===== src/rtl/conceal_pkg.sv =====
package conceal_pkg;

    localparam int NUM_CH = 2;

    typedef enum logic [1:0] {
        ACT_PASS   = 2'd0,
        ACT_INTERP = 2'd1,
        ACT_HOLD   = 2'd2
    } conceal_act_e;

    typedef struct packed {
        logic hold;
        logic interp;
    } conceal_ev_t;

    function automatic conceal_ev_t act_to_ev(conceal_act_e act);
        conceal_ev_t ev;
        ev.interp = (act == ACT_INTERP);
        ev.hold   = (act == ACT_HOLD);
        return ev;
    endfunction

endpackage


===== src/rtl/conceal_chan.sv =====
module conceal_chan
    import conceal_pkg::*;
#(
    parameter int W = 16
) (
    input  logic                clk,
    input  logic                rst,
    input  logic                stb,
    input  logic                bypass,
    input  logic signed [W-1:0] in_smp,
    input  logic                in_err,
    output logic signed [W-1:0] out_smp,
    output conceal_ev_t         ev
);
    localparam int SUM_W = W + 1;

    logic signed [W-1:0]     cur_q;
    logic                    cur_err_q;
    logic signed [W-1:0]     good_q;
    logic signed [W-1:0]     out_q;
    logic signed [SUM_W-1:0] sum;
    logic signed [W-1:0]     mid;
    logic signed [W-1:0]     sel;
    conceal_act_e            act;

    always_comb begin
        sum = {good_q[W-1], good_q} + {in_smp[W-1], in_smp};
        mid = sum[SUM_W-1:1];
        if (bypass || !cur_err_q) begin
            act = ACT_PASS;
        end else if (in_err) begin
            act = ACT_HOLD;
        end else begin
            act = ACT_INTERP;
        end
        case (act)
            ACT_HOLD:   sel = good_q;
            ACT_INTERP: sel = mid;
            default:    sel = cur_q;
        endcase
        ev = stb ? act_to_ev(act) : '0;
    end

    always_ff @(posedge clk) begin
        if (rst) begin
            cur_q     <= '0;
            cur_err_q <= 1'b0;
            good_q    <= '0;
            out_q     <= '0;
        end else if (stb) begin
            out_q     <= sel;
            if (!cur_err_q) begin
                good_q <= cur_q;
            end
            cur_q     <= in_smp;
            cur_err_q <= in_err;
        end
    end

    assign out_smp = out_q;

endmodule


===== src/rtl/conceal_report.sv =====
module conceal_report
    import conceal_pkg::*;
#(
    parameter int N = 2
) (
    input  logic        clk,
    input  logic        rst,
    input  logic        frame_start,
    input  conceal_ev_t ev [N],
    output logic [1:0]  rpt
);
    logic [1:0] rpt_q;
    logic       any_interp;
    logic       any_hold;

    always_comb begin
        any_interp = 1'b0;
        any_hold   = 1'b0;
        for (int i = 0; i < N; i++) begin
            any_interp = any_interp | ev[i].interp;
            any_hold   = any_hold   | ev[i].hold;
        end
    end

    always_ff @(posedge clk) begin
        if (rst) begin
            rpt_q <= 2'b00;
        end else if (frame_start) begin
            rpt_q <= {any_hold, any_interp};
        end else begin
            rpt_q <= rpt_q | {any_hold, any_interp};
        end
    end

    assign rpt = rpt_q;

endmodule


===== src/rtl/conceal_interp.sv =====
module conceal_interp
    import conceal_pkg::*;
#(
    parameter int SAMPLE_W = 16
) (
    input  logic                       clk,
    input  logic                       rst,
    input  logic                       smp_stb,
    input  logic                       data_mode,
    input  logic                       frame_start,
    input  logic signed [SAMPLE_W-1:0] in_left,
    input  logic                       err_left,
    input  logic signed [SAMPLE_W-1:0] in_right,
    input  logic                       err_right,
    output logic                       out_stb,
    output logic signed [SAMPLE_W-1:0] out_left,
    output logic signed [SAMPLE_W-1:0] out_right,
    output logic [1:0]                 conceal_rpt
);
    logic signed [SAMPLE_W-1:0] ch_in  [NUM_CH];
    logic                       ch_err [NUM_CH];
    logic signed [SAMPLE_W-1:0] ch_out [NUM_CH];
    conceal_ev_t                ch_ev  [NUM_CH];
    logic                       stb_q;

    assign ch_in[0]  = in_left;
    assign ch_in[1]  = in_right;
    assign ch_err[0] = err_left;
    assign ch_err[1] = err_right;

    for (genvar c = 0; c < NUM_CH; c++) begin : g_chan
        conceal_chan #(.W(SAMPLE_W)) u_chan (
            .clk     (clk),
            .rst     (rst),
            .stb     (smp_stb),
            .bypass  (data_mode),
            .in_smp  (ch_in[c]),
            .in_err  (ch_err[c]),
            .out_smp (ch_out[c]),
            .ev      (ch_ev[c])
        );
    end

    conceal_report #(.N(NUM_CH)) u_report (
        .clk         (clk),
        .rst         (rst),
        .frame_start (frame_start),
        .ev          (ch_ev),
        .rpt         (conceal_rpt)
    );

    always_ff @(posedge clk) begin
        if (rst) begin
            stb_q <= 1'b0;
        end else begin
            stb_q <= smp_stb;
        end
    end

    assign out_stb   = stb_q;
    assign out_left  = ch_out[0];
    assign out_right = ch_out[1];

endmodule


===== config.mk =====
export PLATFORM = sky130hd
export DESIGN_NAME = conceal_interp
export DESIGN_NICKNAME = d
export VERILOG_FILES = /design/src/rtl/conceal_pkg.sv /design/src/rtl/conceal_chan.sv /design/src/rtl/conceal_report.sv /design/src/rtl/conceal_interp.sv
export SDC_FILE = /design/constraint.sdc
export NUM_CORES = 1
export LEC_CHECK = 0
export BUFFER_PORTS_ARGS = -buffer_cell sky130_fd_sc_hd__buf_4
export CORE_AREA = 2 2 103 105
export DETAILED_ROUTE_END_ITERATION = 6
export DIE_AREA = 0 0 105 107
export PLACE_DENSITY = 0.86
export SLEW_MARGIN = 0
export SYNTH_ARGS = -nofsm -noshare
export SYNTH_HDL_FRONTEND = slang
export SYNTH_SLANG_ARGS = --single-unit

===== constraint.sdc =====
create_clock -name clk -period 5.35 [get_ports clk]
set_clock_uncertainty 0.15 [all_clocks]
set_input_delay 0.2675 -clock clk [delete_from_list [all_inputs] [get_ports clk]]
set_output_delay 0.2675 -clock clk [all_outputs]
set_load 0.05 [all_outputs]

==> Word-level counts from Yosys, hierarchy flattened <==
Cells that the tools add are included.
{ "word_totals": {"ff_bits": 101, "latchBits": 0, "ram_bits": 0, "rom_bits": 0, "in_bits": 39, "out_inout_bits": 35, "elab_cells": 36, "n_memories": 0} }
{ "classes": {"add_sub_neg": 2, "n_mul": 0, "div_mod_pow": 0, "magnitude_cmp": 0, "n_eq_ne": 4, "shifts": 0, "mux": 9, "bitwise": 5, "n_reduce_logical": 6} }
{ "ops": {"columns": ["cell", "n"], "rows": [
  ["$pmux W16 S2", 2],
  ["$add A16 B16 Y17", 2],
  ["$mux W2", 7],
  ["$eq A2 B1 Y1 const B", 2],
  ["$eq A2 B2 Y1 const B", 2],
  ["$reduce_and A2 Y1", 2],
  ["$logic_not A1 Y1", 2],
  ["$logic_or A1 B1 Y1", 2],
  ["$not A1 Y1", 2],
  ["$or A1 B1 Y1", 2],
  ["$or A2 B2 Y2", 1]
]} }

==> Depth between registers and ports, before layout <==
{ "depth": {"word_depth": 8, "ltp_mapped": 8, "mapped_depth_nobuf": 8} }

==> Cells and area by module <==
A second synthesis with hierarchy kept.
{ "unflattened": {"cells_unflattened": 737, "area_unflattened_um2": 5763.0} }
{ "modules_own_cells": {"columns": ["module", "n_inst", "cells_per_inst", "area_each_um2", "seq_area_each_um2"], "rows": [
  ["conceal_chan (g_chan[1].u_chan)", 1, 366, 2844.0, 980.9],
  ["conceal_chan (g_chan[0].u_chan)", 1, 361, 2815.2, 980.9],
  ["conceal_report", 1, 8, 70.1, 40.0],
  ["conceal_interp", 1, 2, 33.8, 20.0]
]} }

==> Least setup slack after synthesis <==
OpenSTA, ideal clock, no wires.
{ "synth_path": {"path_type": "register -> register", "start": "register g_chan[0].u_chan.good_q[1]", "end": "register g_chan[0].u_chan.out_q[15]", "setup_ns": 0.132, "arrival_ns": 1.988, "t_required_ns": 5.068, "setup_slack_ns": 3.081, "path_stages_with_launch": 9, "path_buffers": 0, "synth_period_minus_slack_ns": 2.269, "cell_sequence": "dfxtp_1 inv_1 fa_1 and2b_4 o31a_2 a21boi_0 or4_1 o211ai_2 a311oi_2"} }
{ "synth_via": {"elab_chain_len": 2} }
{ "synth_lines": {"columns": ["item", "line_no", "source"], "rows": [
  ["start, declared", "conceal_chan.sv:19", "logic signed [W-1:0] good_q;"],
  ["start signal, assigned", "conceal_chan.sv:53", "good_q <= cur_q;"],
  ["$add A16 B16 Y17", "conceal_chan.sv:27", "sum = {good_q[W-1], good_q} + {in_smp[W-1], in_smp};"],
  ["$pmux W16 S2", "conceal_chan.sv:36", "case (act)"],
  ["end signal, assigned", "conceal_chan.sv:51", "out_q <= sel;"],
  ["end, declared", "conceal_chan.sv:20", "logic signed [W-1:0] out_q;"]
]} }
Every way passes these cells.
A chain may end at the register's enable or synchronous reset.

==> Worst setup path after layout <==
{ "layout_path": {"start": "input in_left[1]", "end": "register g_chan[0].u_chan.out_q[15]"} }
{ "layout_via": {"elab_chain_len": 2} }
{ "layout_lines": {"columns": ["item", "line_no", "source"], "rows": [
  ["start, declared", "conceal_interp.sv:11", "input logic signed [SAMPLE_W-1:0] in_left,"],
  ["$add A16 B16 Y17", "conceal_chan.sv:27", null],
  ["$pmux W16 S2", "conceal_chan.sv:36", null]
]} }
Every way passes these cells.

==> metrics.md <==
| Metric | Value |
|---|---|
| Grt total ovfl | `0` |
| Total Wirelength | `15,700 um` |
| PortBufs | `73` |
| Clk_lat worst skew | `380 ps` |
| Detailed Routing Iterations Pass 1 | `5` |
| Post-CTS Setup Bufs | `0` |
| Synth Flop Type | `dfxtp_1` |
| Max-slew violation count | `0` |
| Endpoint class of the critical path | `flip-flop` |
| Num CTS Buffers | `9` |
| Kind of critical path | `in -> reg` |
| Initial Utilization | `59.4%` |
| FF/Latch Area | `0.00202 mm^2` |
| Row count | `37` |
| R2r setup slk | `2830 ps` |
| Syn Inst Count | `745` |
| Worst hold start | `in_right[4]` |
| Vias per cell | `6.12` |
| Die X | `105 um` |
| Worst R2R Start | `g_chan[0].u_chan.good_q[1]` |
| #FFs+latches synth | `101` |
| Max IR drop VDD | `0.144 mV` |
| FILL cells | `783` |
| Synth unique cells | `75` |
| Lkg Pwr | `2.97 nW` |
| Worst slew margin | `46.9%` |
| Share of cells above drive strength 1 | `14.5%` |
| Reg2reg path depth | `8` |
| Final antenna-violating net count | `0` |
| Period minus WS final | `2690 ps` |
| Die Height | `107 um` |
| DRC Markers | `0` |
| Hold Path Class | `in -> reg` |
| WL/cell | `16.5 um` |
| Syn Nets | `816` |
| Max Fclk | `0.372 GHz` |
| CTS tree | `done` |
| Placer Congestion | `0.910` |
| Layout Nets | `885` |
| Initial antenna violation count | `0` |
| Status | `completed` |
| Max-cap check violation count | `0` |
| Most frequent cells in the layout | `nand2_1 (117), dfxtp_1 (101), buf_4 (81), nor2_1 (79), a21oi_1 (61)` |
| Largest cells by area after synthesis | `dfxtp_1 (34%), mux2i_1 (7.3%), nand2_1 (7.3%)` |
| Post-synth top area share | `33.7%` |
| Total Routing Usage GR | `28.1%` |
| Synth-to-layout area growth | `16.7%` |
| DP HPWL | `10,900 um` |
| DP Worst Slack | `2860 ps` |
| CTS Sinks | `101` |
| Setup TNS | `0 ps` |
| Via Count | `5,848` |
| Yosys warns | `0` |
| CTS Buffer Depth | `2` |
| Hold_buf cts | `25` |
| Clock slew at reported path FFs | `90 ps` |
| P per Cell Area | `250 mW/mm^2` |
| Seq/Total Area, Yosys | `33.7%` |
| Mapped Area | `0.00599 mm^2` |
| EDFF count, synth | `0` |
| N_diodes | `0` |
| CP Max Fanout | `4` |
| Ys async rst share | `0%` |
| Worst hold endpoint | `g_chan[1].u_chan.cur_q[4]` |
| Avg Cell Area, Syn | `8.05 um^2` |
| Iteration-0 DRC Markers | `427` |
| Most common cell after layout, fill and taps aside | `nand2_1` |
| Vias in the first global route | `5,390` |
| Hold depth | `3` |
| Multi-input logic area | `0.00366 mm^2` |
| CTS H-tree lvls | `3` |
| Largest area contributor in the netlist | `dfxtp_1` |
| Post-CTS resize count | `0` |
| Final setup fails | `0` |
| Core Area | `0.0101 mm^2` |
| Tcrit/Tclk final | `50.2%` |
| Die area | `0.0112 mm^2` |
| Startpoint Class | `input pin` |
| Final WS setup | `2660 ps` |
| First-pass GRT wire length | `25,800 um` |
| WP data required | `5430 ps` |
| Slew @ Worst Pin | `796 ps` |
| Largest net degree at the start of global routing | `62` |
| # IOs | `74` |
| RSZ-0062 raised after global routing | `no` |
| Final hold vios | `0` |
| Reg2reg end | `g_chan[0].u_chan.out_smp[15]` |
| Worst EP arrival | `2770 ps` |
| Root buf cell | `clkbuf_8` |
==> final cells by class <==
type | instances | share of cell area (%)
Tap cell | 136 | 2.43
Clock inverter | 5 | 1.16
Timing Repair Buffer | 106 | 12.3
Sequential cell | 101 | 28.9
Multi-Input combinational cell | 578 | 52.3
Clock buffer | 11 | 2.02
Inverter | 18 | 0.965
==> critical path, cell delays in order <==
cell	delay, ps
dlygate4sd3_1	530
buf_4	120
inv_1	60
fa_1	420
and2b_4	270
o31a_2	170
a21boi_0	160
or4_1	580
o211ai_2	100
a311oi_2	100
==> where the power goes <==
group / internal, mW / leakage (nW) / switching (mW)
Clock: 0.277 / 0.110 / 0.272
Sequential: 0.790 / 0.828 / 0.0279
Combinational: 0.146 / 2.03 / 0.235
Total: 1.21 / 2.97 / 0.535
==> synthesized netlist by cell type (all sizes together) (4+ instances only) <==
master	number
a2111oi	4
a211oi	14
a21o	15
a21oi	66
a311oi	6
a31oi	11
and2	5
and3	6
buf	25
clkbuf	23
dfxtp	101
ha	30
inv	18
mux2i	44
nand2	117
nand2b	16
nand3	31
nand4	6
nor2	79
nor2b	9
nor3	7
o211ai	10
o21a	5
o21ai	30
o31ai	4
xnor2	9
==> kinds of logic after synthesis <==
logic type	Yosys count	share of synthesized area, %
XOR/XNOR	12	1.75
adder cells (fa/ha/maj)	32	6.93
AO/OA/AOI/OAI	192	22.1
flip-flops	101	33.7
buffers and inverters	66	5.26
AND/OR/NAND/NOR	296	22.5
multiplexers	46	7.72
==> worst max path at each step <==
stage               cells after the start  slack (ps)                  startpoint                      endpoint
global placement                        8        2910                  in_left[2]   g_chan[0].u_chan.out_smp[8]
global route                            9        2540                  in_left[2]   g_chan[0].u_chan.out_smp[8]
finish                                 10        2660                  in_left[1]  g_chan[0].u_chan.out_smp[15]
CTS                                    10        2700                  in_left[1]  g_chan[0].u_chan.out_smp[15]
floorplan                               8        3080  g_chan[0].u_chan.good_q[1]  g_chan[0].u_chan.out_smp[15]
detailed placement                      9        2860                  in_left[1]  g_chan[0].u_chan.out_smp[15]
==> registers in the layout, summed over array words and instances, names as in the netlist <==
name / flops
g_chan.u_chan.out_smp: 32
u_report.rpt: 2
g_chan.u_chan.cur_q: 32
g_chan.u_chan.cur_err_q: 2
out_stb: 1
g_chan.u_chan.good_q: 32
==> metrics by stage <==
step | cells | total power [mW] | utilization (%) | hold WS (ps) | instance area (um^2)
final | 955 | 1.75 | 69.3 | 1.65 | 7000
after global routing | 955 | 1.82 | 69.3 | 8.34 | 7000
after CTS | 955 | 1.75 | 69.3 | 0.910 | 7000
after detailed placement | 914 | 1.19 | 64.7 | 311 | 6530
after global placement | 914 | 1.18 | 64.7 | 302 | 6530
after floorplan | 745 | 1.09 | - | 265 | 5990
==> metal layers <==
metal	vias up	global-route usage, %	wire length (um)
li1	2792	-	-
met4	0	13.6	503
met2	289	43.4	6960
met5	-	0	0
met1	2712	38.6	7000
met3	55	4.19	1260
Note: power is estimated with default switching activity, not from simulation.
